$ cat config.mk
export PLATFORM = sky130hd
export DESIGN_NAME = mc_ctrl_fsm
export DESIGN_NICKNAME = d
export VERILOG_FILES = /design/src/rtl/mcc_pkg.sv /design/src/rtl/mcc_rst_sync.sv /design/src/rtl/mcc_next_state.sv /design/src/rtl/mcc_out_decode.sv /design/src/rtl/mc_ctrl_fsm.sv
export SDC_FILE = /design/constraint.sdc
export NUM_CORES = 1
export LEC_CHECK = 0
export ABC_AREA = 1
export BUFFER_PORTS_ARGS = -buffer_cell sky130_fd_sc_hd__buf_2
export CAP_MARGIN = 20
export CORE_MARGIN = 1
export CORE_UTILIZATION = 53
export CTS_CLUSTER_SIZE = 14
export DETAILED_ROUTE_END_ITERATION = 8
export GPL_TIMING_DRIVEN = 1
export HOLD_SLACK_MARGIN = 0.06
export PLACE_DENSITY = 0.81
export SLEW_MARGIN = 15
export SYNTH_ARGS = -nofsm -noshare
export SYNTH_HDL_FRONTEND = slang
export SYNTH_SLANG_ARGS = --single-unit
export TNS_END_PERCENT = 50
$ cat constraint.sdc
create_clock -name clk -period 1.7 [get_ports clk]
set_clock_uncertainty 0.05 [all_clocks]
set_input_delay 0.17 -clock clk [delete_from_list [all_inputs] [get_ports clk]]
set_output_delay 0.17 -clock clk [all_outputs]
set_load 0.02 [all_outputs]
$ cat src/rtl/mcc_pkg.sv
package mcc_pkg;

  typedef enum logic [3:0] {
    ST_FETCH    = 4'd0,
    ST_DECODE   = 4'd1,
    ST_BR_DONE  = 4'd2,
    ST_R_EXEC   = 4'd3,
    ST_R_DONE   = 4'd4,
    ST_ORI_EXEC = 4'd5,
    ST_ORI_DONE = 4'd6,
    ST_ADDR     = 4'd7,
    ST_ST_MEM   = 4'd8,
    ST_LD_MEM   = 4'd9,
    ST_LD_WB    = 4'd10
  } state_e;

  localparam int ALU_CLS_W = 2;
  localparam int BSEL_W    = 2;

  localparam logic [ALU_CLS_W-1:0] CLS_ADD  = 2'b00;
  localparam logic [ALU_CLS_W-1:0] CLS_SUB  = 2'b01;
  localparam logic [ALU_CLS_W-1:0] CLS_OR   = 2'b10;
  localparam logic [ALU_CLS_W-1:0] CLS_FUNC = 2'b11;

  localparam logic [BSEL_W-1:0] BSEL_FOUR  = 2'b00;
  localparam logic [BSEL_W-1:0] BSEL_REG   = 2'b01;
  localparam logic [BSEL_W-1:0] BSEL_BROFF = 2'b10;
  localparam logic [BSEL_W-1:0] BSEL_IMM   = 2'b11;

  typedef struct packed {
    logic                 pc_load;
    logic                 pc_load_if_eq;
    logic                 mem_addr_sel;
    logic                 mem_store;
    logic                 ir_load;
    logic                 tgt_load;
    logic                 rf_dst_sel;
    logic                 rf_store;
    logic                 rf_src_sel;
    logic                 imm_sign;
    logic                 pc_next_sel;
    logic                 alu_a_sel;
    logic [BSEL_W-1:0]    alu_b_sel;
    logic [ALU_CLS_W-1:0] alu_cls;
  } ctrl_t;

  // Strobe and select pattern of one state; don't-care fields are held at 0.
  function automatic ctrl_t ctrl_of(state_e st);
    ctrl_t c;
    c = '0;
    unique case (st)
      ST_FETCH: begin
        c.pc_load   = 1'b1;
        c.ir_load   = 1'b1;
        c.alu_b_sel = BSEL_FOUR;
        c.alu_cls   = CLS_ADD;
      end
      ST_DECODE: begin
        c.tgt_load  = 1'b1;
        c.imm_sign  = 1'b1;
        c.alu_b_sel = BSEL_BROFF;
        c.alu_cls   = CLS_ADD;
      end
      ST_BR_DONE: begin
        c.pc_load_if_eq = 1'b1;
        c.pc_next_sel   = 1'b1;
        c.alu_a_sel     = 1'b1;
        c.alu_b_sel     = BSEL_REG;
        c.alu_cls       = CLS_SUB;
      end
      ST_R_EXEC, ST_R_DONE: begin
        c.rf_dst_sel = 1'b1;
        c.alu_a_sel  = 1'b1;
        c.alu_b_sel  = BSEL_REG;
        c.alu_cls    = CLS_FUNC;
        c.rf_store   = (st == ST_R_DONE);
      end
      ST_ORI_EXEC, ST_ORI_DONE: begin
        c.alu_a_sel = 1'b1;
        c.alu_b_sel = BSEL_IMM;
        c.alu_cls   = CLS_OR;
        c.rf_store  = (st == ST_ORI_DONE);
      end
      ST_ADDR, ST_ST_MEM, ST_LD_MEM, ST_LD_WB: begin
        c.imm_sign     = 1'b1;
        c.alu_a_sel    = 1'b1;
        c.alu_b_sel    = BSEL_IMM;
        c.alu_cls      = CLS_ADD;
        c.mem_store    = (st == ST_ST_MEM);
        c.mem_addr_sel = (st == ST_LD_MEM);
        c.rf_store     = (st == ST_LD_WB);
        c.rf_src_sel   = (st == ST_LD_WB);
      end
      default: c = '0;
    endcase
    return c;
  endfunction

endpackage

$ cat src/rtl/mcc_rst_sync.sv
module mcc_rst_sync #(
  parameter int STAGES = 2
) (
  input  logic clk,
  input  logic rst_n,
  output logic srst_n
);
  localparam int N = (STAGES < 2) ? 2 : STAGES;

  logic [N-1:0] sync_q;

  always_ff @(posedge clk or negedge rst_n) begin
    if (!rst_n) sync_q <= '0;
    else        sync_q <= {sync_q[N-2:0], 1'b1};
  end

  assign srst_n = sync_q[N-1];
endmodule

$ cat src/rtl/mcc_next_state.sv
module mcc_next_state
  import mcc_pkg::*;
#(
  parameter int              OPW      = 6,
  parameter logic [OPW-1:0]  OP_RTYPE = 6'b000000,
  parameter logic [OPW-1:0]  OP_ORI   = 6'b001101,
  parameter logic [OPW-1:0]  OP_LOAD  = 6'b100011,
  parameter logic [OPW-1:0]  OP_STORE = 6'b101011,
  parameter logic [OPW-1:0]  OP_BEQ   = 6'b000100
) (
  input  state_e          cur,
  input  logic [OPW-1:0]  opcode,
  output state_e          nxt
);
  logic is_rtype, is_ori, is_load, is_store, is_beq;

  always_comb begin
    is_rtype = (opcode == OP_RTYPE);
    is_ori   = (opcode == OP_ORI);
    is_load  = (opcode == OP_LOAD);
    is_store = (opcode == OP_STORE);
    is_beq   = (opcode == OP_BEQ);
  end

  always_comb begin
    nxt = ST_FETCH;
    unique case (cur)
      ST_FETCH:    nxt = ST_DECODE;
      ST_DECODE: begin
        if      (is_beq)              nxt = ST_BR_DONE;
        else if (is_rtype)            nxt = ST_R_EXEC;
        else if (is_ori)              nxt = ST_ORI_EXEC;
        else if (is_load || is_store) nxt = ST_ADDR;
        else                          nxt = ST_FETCH;
      end
      ST_R_EXEC:   nxt = ST_R_DONE;
      ST_ORI_EXEC: nxt = ST_ORI_DONE;
      ST_ADDR: begin
        if      (is_store) nxt = ST_ST_MEM;
        else if (is_load)  nxt = ST_LD_MEM;
        else               nxt = ST_FETCH;
      end
      ST_LD_MEM:   nxt = ST_LD_WB;
      default:     nxt = ST_FETCH;
    endcase
  end
endmodule

$ cat src/rtl/mcc_out_decode.sv
module mcc_out_decode
  import mcc_pkg::*;
(
  input  state_e st,
  output ctrl_t  ctl
);
  always_comb ctl = ctrl_of(st);
endmodule

$ cat src/rtl/mc_ctrl_fsm.sv
module mc_ctrl_fsm
  import mcc_pkg::*;
#(
  parameter int              OPW         = 6,
  parameter int              SYNC_STAGES = 2,
  parameter logic [OPW-1:0]  OP_RTYPE    = 6'b000000,
  parameter logic [OPW-1:0]  OP_ORI      = 6'b001101,
  parameter logic [OPW-1:0]  OP_LOAD     = 6'b100011,
  parameter logic [OPW-1:0]  OP_STORE    = 6'b101011,
  parameter logic [OPW-1:0]  OP_BEQ      = 6'b000100
) (
  input  logic                 clk,
  input  logic                 rst_n,
  input  logic [OPW-1:0]       opcode,
  output logic                 pc_load,
  output logic                 pc_load_if_eq,
  output logic                 mem_addr_sel,
  output logic                 mem_store,
  output logic                 ir_load,
  output logic                 tgt_load,
  output logic                 rf_dst_sel,
  output logic                 rf_store,
  output logic                 rf_src_sel,
  output logic                 imm_sign,
  output logic                 pc_next_sel,
  output logic                 alu_a_sel,
  output logic [BSEL_W-1:0]    alu_b_sel,
  output logic [ALU_CLS_W-1:0] alu_cls
);
  localparam ctrl_t CTL_AT_RESET = ctrl_of(ST_FETCH);

  logic   srst_n;
  logic   step_en;
  state_e state_q, state_d;
  ctrl_t  ctl_d, ctl_q;

  mcc_rst_sync #(.STAGES(SYNC_STAGES)) u_rst_sync (
    .clk    (clk),
    .rst_n  (rst_n),
    .srst_n (srst_n)
  );

  mcc_next_state #(
    .OPW(OPW), .OP_RTYPE(OP_RTYPE), .OP_ORI(OP_ORI),
    .OP_LOAD(OP_LOAD), .OP_STORE(OP_STORE), .OP_BEQ(OP_BEQ)
  ) u_next (
    .cur    (state_q),
    .opcode (opcode),
    .nxt    (state_d)
  );

  // Outputs are decoded from the next state and registered with it,
  // so every strobe leaves a flop and follows only the state.
  mcc_out_decode u_dec (
    .st  (state_d),
    .ctl (ctl_d)
  );

  assign step_en = 1'b1;

  always_ff @(posedge clk or negedge srst_n) begin
    if (!srst_n) begin
      state_q <= ST_FETCH;
      ctl_q   <= CTL_AT_RESET;
    end else if (step_en) begin
      state_q <= state_d;
      ctl_q   <= ctl_d;
    end
  end

  always_comb begin
    pc_load       = ctl_q.pc_load;
    pc_load_if_eq = ctl_q.pc_load_if_eq;
    mem_addr_sel  = ctl_q.mem_addr_sel;
    mem_store     = ctl_q.mem_store;
    ir_load       = ctl_q.ir_load;
    tgt_load      = ctl_q.tgt_load;
    rf_dst_sel    = ctl_q.rf_dst_sel;
    rf_store      = ctl_q.rf_store;
    rf_src_sel    = ctl_q.rf_src_sel;
    imm_sign      = ctl_q.imm_sign;
    pc_next_sel   = ctl_q.pc_next_sel;
    alu_a_sel     = ctl_q.alu_a_sel;
    alu_b_sel     = ctl_q.alu_b_sel;
    alu_cls       = ctl_q.alu_cls;
  end
endmodule

Word-level counts from Yosys, hierarchy flattened
Cells that the tools add are included.
Widths: inputs -> output; s select.
Word-level totals
  bits in read-only memories: 0
  memories kept: 0
  latch bits: 0
  flip-flop bits (word level): 20
  memory bits (writable): 0
  bits of input ports: 8
Operators by class
  multipliers: 0
  magnitude comparators: 0
  add/sub/neg operators: 0
  bitwise gates (word level): 0
  shift-type cells: 0
  div/mod/pow operators: 0
  multiplexer cells: 17
  reductions and logical operators: 9
  equal/unequal tests: 19
Operator list (count)
  $eq 4x3->1 const B: 6
  $pmux 4 s6: 1
  $mux 4: 5
  $pmux 4 s5: 1
  $eq 4x4->1 const B: 4
  $eq 4x2->1 const B: 3
  $eq 6x6->1 const B: 2
  $reduce_or 9->1: 1
  $eq 4x1->1 const B: 2
  $logic_not 4->1: 2
  $mux 1: 7
  $eq 6x3->1 const B: 1
  $eq 6x4->1 const B: 1
  $logic_not 6->1: 1
  $reduce_or 5->1: 1
  $reduce_or 2->1: 2
  $reduce_or 4->1: 1
  $mux 3: 1
  $pmux 1 s3: 1
  $mux 2: 1
  $logic_or 1x1->1: 1

Longest topological paths before layout
  depth after elaboration: 10
  mapped depth: 11

Cells and area by module
From an unflattened synthesis, not the netlist that was laid out.
Second synthesis, totals
  cells, all modules: 106
  area total of the unflattened synthesis: 920.9 um^2
Modules (own cells, without submodules)
  mc_ctrl_fsm: cells an instance 20, sequential area each 503.0 um^2, times used 1, area an instance 503.0 um^2
  mcc_next_state: cells an instance 46, sequential area each 0.0 um^2, times used 1, area an instance 201.4 um^2
  mcc_out_decode: cells an instance 37, sequential area each 0.0 um^2, times used 1, area an instance 162.7 um^2
  mcc_rst_sync: cells an instance 3, sequential area each 50.0 um^2, times used 1, area an instance 53.8 um^2

Worst setup path after synthesis
Ideal clock, no wire load.
  kind: flip-flop to flip-flop
  start: register state_q[1]
  end: register ctl_q (netlist bit alu_b_sel[1])
  buffers on the path: 0
  cell stages (with the launch flop): 12
  data arrival time: 1.154 ns
  setup slack: 0.431 ns
  required time: 1.585 ns
  library setup time: 0.065 ns
  path through: dfrtp_1 > inv_1 > nand2_2 > nor2_4 > nand2_2 > inv_2 > nand2_2 > nand2_4 > nand2_1 > nor2_1 > nor2_1 > nand2_1
RTL lines
  start: declaration: RTL line mc_ctrl_fsm.sv:34  | state_e state_q, state_d;
  start signal: assignment: RTL line mc_ctrl_fsm.sv:66  | state_q <= state_d;
  end signal: assignment: RTL line mc_ctrl_fsm.sv:67  | ctl_q <= ctl_d;
  end: declaration: RTL line mc_ctrl_fsm.sv:35  | ctrl_t ctl_d, ctl_q;

==> flow_summary.toml <==
[floorplan]
core_area_sq_um = 1520
die_h_um = 42.5
start_util_pct = 57.1
fp.dieW_um = 42.5
num_io_pins = 24
num_rows = 14
dieArea_sq_um = 1810

[clocking]
cts_tree = "built"
clock_latency_ps = 300
cts_root_buf = "clkbuf_4"
cts.repair.resized = 0
cts_made_buffers = 3
numClockSinks = 20
cts_max_level = 1
clkTransAtPathRegs_ps = 100
clk_path_buf_depth = 2

[synthesis]
syn_area_per_cell_sq_um = 9.07
yosys.area.top_type = "dfrtp_1"
yosysSeqAreaShare_pct = 57.6
synthesis.area_sq_um = 871
syn_inst = 96
synthDominantCellAreaShare_pct = 54.6
synth-seq-cells = 20
yosysUniqueCellTypes = 22
syn_nets = 104
yosys_warnings = 0
synth_area_leaders = "dfrtp_1 (55%), inv_1 (6.9%), nand2_1 (6.0%)"

[placement]
dp_hpwl_um = 1220
place_congestion = 0.882
dp_slack_ps = 274
place_inst = 134
port_buffers = 23

[timing]
period_minus_slack_ps = 1520
drv_slew = 0
hold_viol_final = 0
post-route-period-util_pct = 89.4
setup_ws_ps = 180
grt_setup_unrepaired = "false"
setup_viol = 0
setup-tns-final_ps = 0
worstMarginPinSlew_ps = 662
maxSlewHeadroom_pct = 55.8
timing.fmax_mhz = 658

[layout]
syn_to_final_growth_pct = 20.0
finalNonFillerCells = 139
fillers = 113
antenna_cells = 0
regArea_sq_um = 502
multiInputGateArea_sq_um = 290
drive_gt1_share_pct = 34.1
fin_nets = 132

[routing]
met2_length_um = 787
dr.pass1.iters = 4
antenna_left = 0
viasPerCell = 5.06
drtIter0Drc = 25
top_layer_used = "met4"
drt-total-wl_um = 1550
wl_met3_um = 88
vias = 703
drt-met1-wl_um = 640
drc_errors = 0
wl_per_cell_um = 11.1

[power_and_ir_drop]
power_frac_comb_pct = 43.9
p_leak_nw = 0.627
clkPwrFrac_pct = 15.7
p_int_mw = 0.997
switching_share_pct = 41.1
irDropWorstVdd_v = 0.00104
p_total_mw = 1.69
seqPwrFrac_pct = 40.4
switchingPower_mw = 0.695
p_per_area_nw_per_um2 = 1620

[critical_path]
worstPathRequired_ps = 1830
worst-setup-path-type = "flip-flop to flip-flop"
crit_arrival_ps = 1650
crit_slowest_cell = "dfrtp_1"
setup.worst_path.end_class = "flip-flop"
worstSetupStartpoint = "state_q[1]"
crit_path_max_fanout = 4
crit_chain = "inv_1 > nand4_1 > o21ai_1 > inv_1 > nand2_2 > nand3_1 > nand2_1 > nor2_1 > nand2_1"
cp-start-kind = "flip-flop"
slowest_delay_ps = 430
rr_startpoint = "state_q[1]"

[grt]
grt_remaining_overflow = 0
grt_pass1_wl_um = 2680
antenna_found_initial = 0
grtUsageTotal_pct = 21.2
first_global_vias = 633
grt_max_degree = 19

[worst_hold_path]
min-delay-start = "opcode[4]"
hold_class = "primary input to flip-flop"

[outcome]
outcome = "finished clean"

[run]
cap_violations = 0
## routing by layer
metal	vias to the layer above	GRT usage [%]
li1	347	-
met1	330	26.2
met2	21	34.2
met3	5	6.47
met4	0	9.38
met5	-	0
## worst paths after layout
kind,end,cells after the start,slack [ps]
worst max-delay path,alu_b_sel[1],9,180
worst min-delay path,mem_addr_sel,4,120
worst max register to register,alu_b_sel[1],9,180
worst min register to register,state_q[3],0,220
max in group asynchronous,alu_cls[0],0,950
min in group asynchronous,u_rst_sync.sync_q[0],2,130
## per-stage QoR
| stage | instance area (sq um) | hold slack [ps] | utilization, % |
|---|---|---|---|
| global placement | 998 | -96.3 | 65.5 |
| finish | 1040 | 117 | 68.6 |
| CTS | 1040 | 112 | 68.6 |
| detailed placement | 998 | -92.1 | 65.5 |
| global route | 1040 | 116 | 68.6 |
| floorplan | 871 | -176 | - |
## final cells by class
class | count | area share (%)
multi-input combinational | 57 | 27.8
tap | 16 | 1.92
timing repair buffer | 25 | 12.7
clock buffer | 4 | 3.47
sequential | 20 | 48.0
inverter | 17 | 6.11
## cells in the final DEF (no fill, tap or decap), drive strengths merged
master | netlist | layout
a21oi | 1 | 1
buf | 2 | 24
clkbuf | 0 | 4
conb | 1 | 1
dfrtp | 19 | 19
dfstp | 1 | 1
dlygate4sd3 | 0 | 1
inv | 17 | 17
nand2 | 20 | 20
nand3 | 10 | 10
nand3b | 1 | 1
nand4 | 2 | 2
nor2 | 17 | 17
nor3 | 2 | 2
o21ai | 3 | 3
## power by group through the flow
stage	sequential (mW)	clock (mW)	combinational, mW
after global routing	0.699	0.297	0.827
after floorplan	0.809	0	0.422
final	0.683	0.265	0.743
after global placement	0.688	0	0.713
after detailed placement	0.696	0	0.733
after CTS	0.687	0.275	0.737
## worst max-delay path, delay by kind of cell (launching register included)
kind / cells / cell delay, ps
compound gates: 1 / 110
flops: 1 / 430
simple gates: 6 / 630
buf+inv: 2 / 180
## kinds of logic after synthesis
kind of cell,count (synthesis),synth area share [%]
other,1,0.431
AND/OR/NAND/NOR,52,30.2
buffers and inverters,19,9.05
AO/OA/AOI/OAI,4,2.73
flip-flops,20,57.6
## Yosys cell counts, drive strengths merged
cell type / n
nand3b: 1
nand4: 2
dfrtp: 19
conb: 1
nor2: 17
o21ai: 3
a21oi: 1
nand3: 10
dfstp: 1
buf: 2
nand2: 20
nor3: 2
inv: 17
## state kept, by name (all words and copies together) (netlist names)
| name | count |
|---|---|
| alu_cls | 2 |
| rf_src_sel | 1 |
| state_q | 4 |
| alu_b_sel | 2 |
| rf_dst_sel | 1 |
| u_rst_sync.sync_q | 2 |
| pc_next_sel | 1 |
| imm_sign | 1 |
| mem_store | 1 |
| tgt_load | 1 |
| alu_a_sel | 1 |
| rf_store | 1 |
| ir_load | 1 |
| mem_addr_sel | 1 |
## what timing repair did
action / in CTS / in global routing
hold buffers: 1 / 0
hold endpoints to repair: 2 / 0
setup buffers: 0 / 0
Note: power is estimated with default switching activity, not from simulation.
